File: src/rtl/seqt_pkg.sv
package seqt_pkg;

  typedef enum logic [1:0] {
    SRC_PIN0  = 2'd0,
    SRC_PIN1  = 2'd1,
    SRC_SOFT  = 2'd2,
    SRC_SOFT2 = 2'd3
  } seqt_src_e;

  // Slot spacing in microsecond ticks: base doubled once per code step.
  function automatic int unsigned period_ticks(input int unsigned code,
                                               input int unsigned base_us);
    return base_us << code;
  endfunction

  // Largest spacing the code field can express.
  function automatic int unsigned max_period(input int unsigned code_w,
                                             input int unsigned base_us);
    return base_us << ((1 << code_w) - 1);
  endfunction

endpackage

File: src/rtl/seqt_src_sel.sv
module seqt_src_sel #(
  parameter int SYNC_STAGES = 2
) (
  input  logic       clk,
  input  logic       rst_n,
  input  logic       en0_pin,
  input  logic       en1_pin,
  input  logic       sw_enable,
  input  logic [1:0] src_sel,
  output logic       sel_en
);
  import seqt_pkg::*;

  logic en0_s, en1_s;

  generate
    if (SYNC_STAGES == 0) begin : g_nosync
      assign en0_s = en0_pin;
      assign en1_s = en1_pin;
    end else begin : g_sync
      logic [SYNC_STAGES-1:0] sh0, sh1;
      always_ff @(posedge clk or negedge rst_n) begin
        if (!rst_n) begin
          sh0 <= '0;
          sh1 <= '0;
        end else begin
          sh0 <= (sh0 << 1) | SYNC_STAGES'(en0_pin);
          sh1 <= (sh1 << 1) | SYNC_STAGES'(en1_pin);
        end
      end
      assign en0_s = sh0[SYNC_STAGES-1];
      assign en1_s = sh1[SYNC_STAGES-1];
    end
  endgenerate

  always_comb begin
    unique case (seqt_src_e'(src_sel))
      SRC_PIN0: sel_en = en0_s;
      SRC_PIN1: sel_en = en1_s;
      default:  sel_en = sw_enable;
    endcase
  end

endmodule

File: src/rtl/seqt_edge.sv
module seqt_edge (
  input  logic clk,
  input  logic rst_n,
  input  logic sel_en,
  output logic edge_evt,
  output logic level_q
);
  always_ff @(posedge clk or negedge rst_n) begin
    if (!rst_n) level_q <= 1'b0;
    else        level_q <= sel_en;
  end

  assign edge_evt = sel_en ^ level_q;

  // after any edge the stored level follows the new enable value
  assert_level_follows_R7: assert property (@(posedge clk) disable iff (!rst_n)
    edge_evt |=> (level_q == $past(sel_en)));

endmodule

File: src/rtl/seqt_slot_timer.sv
module seqt_slot_timer #(
  parameter int CNT_W  = 13,
  parameter int SLOTS  = 8,
  parameter int SLOT_W = 3
) (
  input  logic              clk,
  input  logic              rst_n,
  input  logic              us_tick,
  input  logic              start,
  input  logic [CNT_W-1:0]  period,
  output logic              fire,
  output logic [SLOT_W-1:0] fire_idx,
  output logic              running
);
  localparam logic [SLOT_W-1:0] LAST_IDX = SLOT_W'(SLOTS - 1);

  logic              run_q;
  logic [CNT_W-1:0]  cnt_q;
  logic [CNT_W-1:0]  per_q;
  logic [SLOT_W-1:0] idx_q;
  logic              period_done;

  assign period_done = (cnt_q == per_q - CNT_W'(1));
  assign fire        = run_q && us_tick && period_done && !start;
  assign fire_idx    = idx_q;
  assign running     = run_q;

  always_ff @(posedge clk or negedge rst_n) begin
    if (!rst_n) begin
      run_q <= 1'b0;
      cnt_q <= '0;
      per_q <= '0;
      idx_q <= '0;
    end else if (start) begin
      run_q <= 1'b1;
      cnt_q <= '0;
      per_q <= period;
      idx_q <= '0;
    end else if (run_q && us_tick) begin
      if (period_done) begin
        cnt_q <= '0;
        idx_q <= idx_q + SLOT_W'(1);
        if (idx_q == LAST_IDX) run_q <= 1'b0;
      end else begin
        cnt_q <= cnt_q + CNT_W'(1);
      end
    end
  end

  // the tick counter never passes the latched period
  assert_cnt_bound_R4: assert property (@(posedge clk) disable iff (!rst_n)
    run_q |-> (cnt_q < per_q));
  // the latched period stays fixed for the life of a sequence
  assert_period_hold_R6: assert property (@(posedge clk) disable iff (!rst_n)
    (run_q && !start) |=> (per_q == $past(per_q)));
  // a start always restarts from the first slot
  assert_restart_first_R7: assert property (@(posedge clk) disable iff (!rst_n)
    start |=> (run_q && idx_q == '0 && cnt_q == '0));

endmodule

File: src/rtl/seq_master_timer.sv
module seq_master_timer #(
  parameter int BASE_US     = 40,
  parameter int CODE_W      = 3,
  parameter int SLOTS       = 8,
  parameter int SYNC_STAGES = 2
) (
  input  logic                       clk,
  input  logic                       rst_n,
  input  logic                       us_tick,
  input  logic                       en0_pin,
  input  logic                       en1_pin,
  input  logic                       sw_enable,
  input  logic [1:0]                 src_sel,
  input  logic [CODE_W-1:0]          susp_code,
  input  logic [CODE_W-1:0]          shdn_code,
  input  logic                       state_shdn,
  output logic [$clog2(SLOTS)-1:0]   slot,
  output logic                       slot_strobe,
  output logic                       dir_up,
  output logic                       busy
);
  import seqt_pkg::*;

  localparam int SLOT_W = $clog2(SLOTS);
  localparam int CNT_W  = $clog2(max_period(CODE_W, BASE_US) + 1);
  localparam logic [SLOT_W-1:0] LAST_IDX = SLOT_W'(SLOTS - 1);

  logic              sel_en;
  logic              edge_evt;
  logic              level_q;
  logic [CODE_W-1:0] code_sel;
  logic [CNT_W-1:0]  period;
  logic              fire;
  logic [SLOT_W-1:0] fire_idx;
  logic              running;
  logic              strobe_q;
  logic [SLOT_W-1:0] slot_q;
  logic              dir_q;

  seqt_src_sel #(.SYNC_STAGES(SYNC_STAGES)) u_src (
    .clk       (clk),
    .rst_n     (rst_n),
    .en0_pin   (en0_pin),
    .en1_pin   (en1_pin),
    .sw_enable (sw_enable),
    .src_sel   (src_sel),
    .sel_en    (sel_en)
  );

  seqt_edge u_edge (
    .clk      (clk),
    .rst_n    (rst_n),
    .sel_en   (sel_en),
    .edge_evt (edge_evt),
    .level_q  (level_q)
  );

  assign code_sel = state_shdn ? shdn_code : susp_code;
  assign period   = CNT_W'(period_ticks(int'(code_sel), BASE_US));

  seqt_slot_timer #(.CNT_W(CNT_W), .SLOTS(SLOTS), .SLOT_W(SLOT_W)) u_timer (
    .clk      (clk),
    .rst_n    (rst_n),
    .us_tick  (us_tick),
    .start    (edge_evt),
    .period   (period),
    .fire     (fire),
    .fire_idx (fire_idx),
    .running  (running)
  );

  always_ff @(posedge clk or negedge rst_n) begin
    if (!rst_n) begin
      strobe_q <= 1'b0;
      slot_q   <= '0;
      dir_q    <= 1'b0;
    end else begin
      strobe_q <= fire;
      if (edge_evt) begin
        slot_q <= '0;
        dir_q  <= sel_en;
      end else if (fire) begin
        slot_q <= fire_idx;
      end
    end
  end

  assign slot        = slot_q;
  assign slot_strobe = strobe_q;
  assign dir_up      = dir_q;
  assign busy        = running | strobe_q;

  // strobes only inside a busy window
  assert_strobe_busy_R8: assert property (@(posedge clk) disable iff (!rst_n)
    slot_strobe |-> busy);
  // a strobe is a single-cycle pulse
  assert_strobe_pulse_R8: assert property (@(posedge clk) disable iff (!rst_n)
    slot_strobe |=> !slot_strobe);
  // busy drops right after the last slot when no new edge arrives
  assert_busy_drop_R8: assert property (@(posedge clk) disable iff (!rst_n)
    (slot_strobe && slot == LAST_IDX && !edge_evt) |=> !busy);
  // an edge raises busy with the direction taken from the new level
  assert_edge_dir_R2: assert property (@(posedge clk) disable iff (!rst_n)
    edge_evt |=> (busy && !slot_strobe && dir_up == $past(sel_en)));

endmodule

File: config.mk
export PLATFORM = sky130hd
export DESIGN_NAME = seq_master_timer
export DESIGN_NICKNAME = d
export VERILOG_FILES = /design/src/rtl/seqt_pkg.sv /design/src/rtl/seqt_src_sel.sv /design/src/rtl/seqt_edge.sv /design/src/rtl/seqt_slot_timer.sv /design/src/rtl/seq_master_timer.sv
export SDC_FILE = /design/constraint.sdc
export NUM_CORES = 1
export LEC_CHECK = 0
export ABC_AREA = 1
export BUFFER_PORTS_ARGS = -buffer_cell sky130_fd_sc_hd__buf_4
export CORE_ASPECT_RATIO = 1.1
export CORE_MARGIN = 2
export CORE_UTILIZATION = 50
export DETAILED_ROUTE_END_ITERATION = 16
export PLACE_DENSITY_LB_ADDON = 0.12
export SLEW_MARGIN = 20
export SYNTH_ARGS = -nofsm -noshare
export SYNTH_HDL_FRONTEND = slang
export SYNTH_SLANG_ARGS = --single-unit
File: constraint.sdc
create_clock -name clk -period 1.8 [get_ports clk]
set_clock_uncertainty 0.1 [all_clocks]
set_input_delay 0.18 -clock clk [delete_from_list [all_inputs] [get_ports clk]]
set_output_delay 0.18 -clock clk [all_outputs]
set_load 0.02 [all_outputs]
==> flow_summary.yaml <==
power_and_ir_drop:
  p_clk_share_pct: 27.6
  power.internal_mw: 1.78
  comb_power_share_pct: 34.1
  peakVddDrop_uv: 699
  p_sw_uw: 913
  swShare_pct: 33.9
  p_leak_nw: 1.46
  cellPowerDensity_nw_per_um2: 934
  seqPwrFrac_pct: 38.3
timing:
  setup_viol: 19
  fin_ws_ps: -121
  grt_setup_unrepaired: "yes"
  tightest_slew_ps: 472
  slew_viol_final: 0
  relSlewSlack_pct: 68.5
  max_freq_mhz: 521
  setup_tns_ps: -1760
  holdWs_ps: 122
  min_period_over_period_pct: 107
  fin_crit_ps: 1920
  hold_viol_final: 0
synthesis:
  ys_seq_elements: 37
  syn_inst: 304
  synth_nets: 323
  yosys.area.top_type_share_pct: 40.8
  synth_most_common_cell: "nand2_1"
  synth_xor_area_share_pct: 5.02
  synth_fa_ha_area_share_pct: 2.21
  yosysSeqAreaShare_pct: 40.8
  ys_warn_count: 0
  synth_enable_flop_cells: 0
  synth.cell_area_um2: 2270
  synth_ff_type: "dfrtp_1"
  yosys.area.top_type: "dfrtp_1"
  synth_area_leaders: "dfrtp_1, nand2_1, inv_1, nand3_1, nor2_1"
  synth-simple-area-share_pct: 33.4
  synth_top_family_by_area: "simple AND/OR/NAND/NOR gates"
  synth-compound-area-share_pct: 8.28
  synthTopCellsByCount: "nand2_1, inv_1, dfrtp_1"
  muxShareOfSynthArea_pct: 0.497
  netlist-cell-type-count: 29
  synthArstFlopShare_pct: 100
  syn_avg_cell_area_um2: 7.46
cells_and_area:
  register_area_um2: 926
  area_growth_pct: 27.2
  drive_gt1_share_pct: 27.4
  antenna_cells: 0
  multiInputGateArea_um2: 1180
  fillers: 389
  nets: 372
  post-route-util_pct: 66.8
cts:
  cts_tree: "done"
  cts_made_buffers: 5
  clock_latency_ps: 290
  cts_buffer_depth: 2
  clock_sinks: 37
  clk_pin_slew_ps: 70
  cts_root_buffer: "clkbuf_8"
  htree_levels: 2
placement:
  gp_congestion: 0.923
  dp_hpwl_um: 3670
  portBuffers: 20
route:
  via_per_inst: 5.05
  drc_errors: 0
  dr.pass1.iters: 5
  routed_wl_um: 5010
  vias: 2059
  drt_iter0_drc: 119
  wl_per_cell_um: 12.3
  postRouteAntennaNets: 0
critical_path:
  crit_type: "reg -> reg"
  critPathSlowestCell: "dfrtp_1"
  cpMostUsedCell: "nor2_2"
  critical_path.max_fanout: 3
  critPathMaxStageDelay_ps: 390
  path_cells: "inv_2 > ha_4 > nand2_2 > inv_2 > nor2_2 > nand3_1 > nor2_2 > nand2_1 > nor2_2 > nand3_2 > buf_4 > buf_6 > nand3_1 > nand2_1"
  crit_arrival_ps: 2000
  cp-end-kind: "flip-flop"
  cp-start-kind: "flip-flop"
  required_ps: 1870
floorplanning:
  fp.dieH_um: 74.6
  initial_utilization_pct: 52.5
  row_count: 25
  ios: 21
  core_um2: 4320
  fp.dieW_um: 68.2
  dieArea_um2: 5090
status:
  status: "complete, but fails checks"
  violations: "negative setup slack"
grt:
  first_global_vias: 1924
  antenna_found_initial: 0
  grt_overflow: 0
  grt_pass1_wl_um: 8400
  grt_max_degree: 38
  grt_use_total_pct: 21.8
job:
  max_cap_viol_count: 0
min_path:
  hold_class: "in -> reg"
-- flip-flops by register name, indices dropped and copies added (netlist names) --
register,count
u_timer.fire_idx,3
slot,3
u_edge.level_q,1
u_src.g_sync.sh1,2
u_timer.running,1
u_src.g_sync.sh0,2
u_timer.cnt_q,13
u_timer.per_q,10
slot_strobe,1
dir_up,1
-- power groups by stage --
stage,clock network [mW],logic [mW],registers [mW]
global route,0.798,1.04,1.04
global placement,0,0.838,1.04
finish,0.744,0.919,1.03
detailed placement,0,0.848,1.05
CTS,0.760,0.871,1.03
floorplan,0,0.560,1.05
-- stage by stage --
step	std cells	setup WS, ps	instance area, um2	total power [mW]
2_1_floorplan	304	4.37	2280	1.62
3_3_place_gp	390	-86.9	2620	1.88
6_report	408	-121	2880	2.69
4_1_cts	406	-91.8	2810	2.66
3_5_place_dp	390	-114	2620	1.89
5_1_grt	408	-250	2880	2.88
-- cells by family after synthesis --
family	count (synthesis)
adders and majority gates	4
muxes	1
xor gates and xnor gates	13
DFF	37
and+or+nand+nor	169
AOI/OAI and AO/OA	27
buffers and inverters	53
-- path summary, 6_finish.rpt --
kind                                      from                   to  slack, ps  cells after the start
setup reg to reg              u_timer.per_q[3]     u_timer.cnt_q[1]       -120                     14
min in group asynchronous                rst_n     u_timer.per_q[6]        290                      2
hold / removal                       sw_enable       u_edge.level_q        120                      5
setup / recovery              u_timer.per_q[3]     u_timer.cnt_q[1]       -120                     14
hold reg to reg            u_src.g_sync.sh0[0]  u_src.g_sync.sh0[1]        250                      0
max in group asynchronous                rst_n    u_timer.cnt_q[10]        970                      2
-- placed cells by master, fill, tap and decap left out, types with 4 or more instances in the layout --
cell type	instances
nand2_1	87
inv_1	41
buf_4	39
dfrtp_1	37
nor2_1	24
nand3_1	23
a21oi_2	11
xor2_1	9
o21ai_0	8
nand2_2	6
inv_2	6
nor2_2	6
o22ai_1	6
clkbuf_8	6
nand2_4	4
xnor2_1	4
nand3_2	4
nor3_1	4
nand4_1	4
-- critical path: cells and delay by family, from the launching register on --
family,cells,cell delay (ps)
AND/OR/NAND/NOR,9,740
adder cells (fa/ha/maj),1,200
flip-flops,1,390
buffers and inverters,4,380
-- layer usage --
metal | wire, um | part of all wire [%] | up-vias | GRT usage, %
li1 | - | - | 1053 | -
met4 | 28 | 0.56 | 0 | 4.67
met1 | 2210 | 44 | 961 | 27.3
met5 | 0 | 0 | - | 0
met2 | 2570 | 51 | 43 | 38.8
met3 | 200 | 4.0 | 2 | 4.48
-- cell type report --
class / count / share of cell area [%]
repair buffers: 47 / 14.2
clock buffers: 6 / 2.86
well taps: 54 / 2.34
flip-flops and latches: 37 / 32.1
multi-input cells: 215 / 41.0
clock inverters: 2 / 1.30
inverters: 47 / 6.12
-- repair_timing --
item,in CTS,in global routing
hold endpoints to repair,39,0
buffers inserted,4,3
cloned,1,1
endpoints found under the setup margin,18,29
pin swaps,2,17
hold buffers,3,0
gates resized for setup,3,11
No activity file was read; power rests on OpenSTA's default activity.
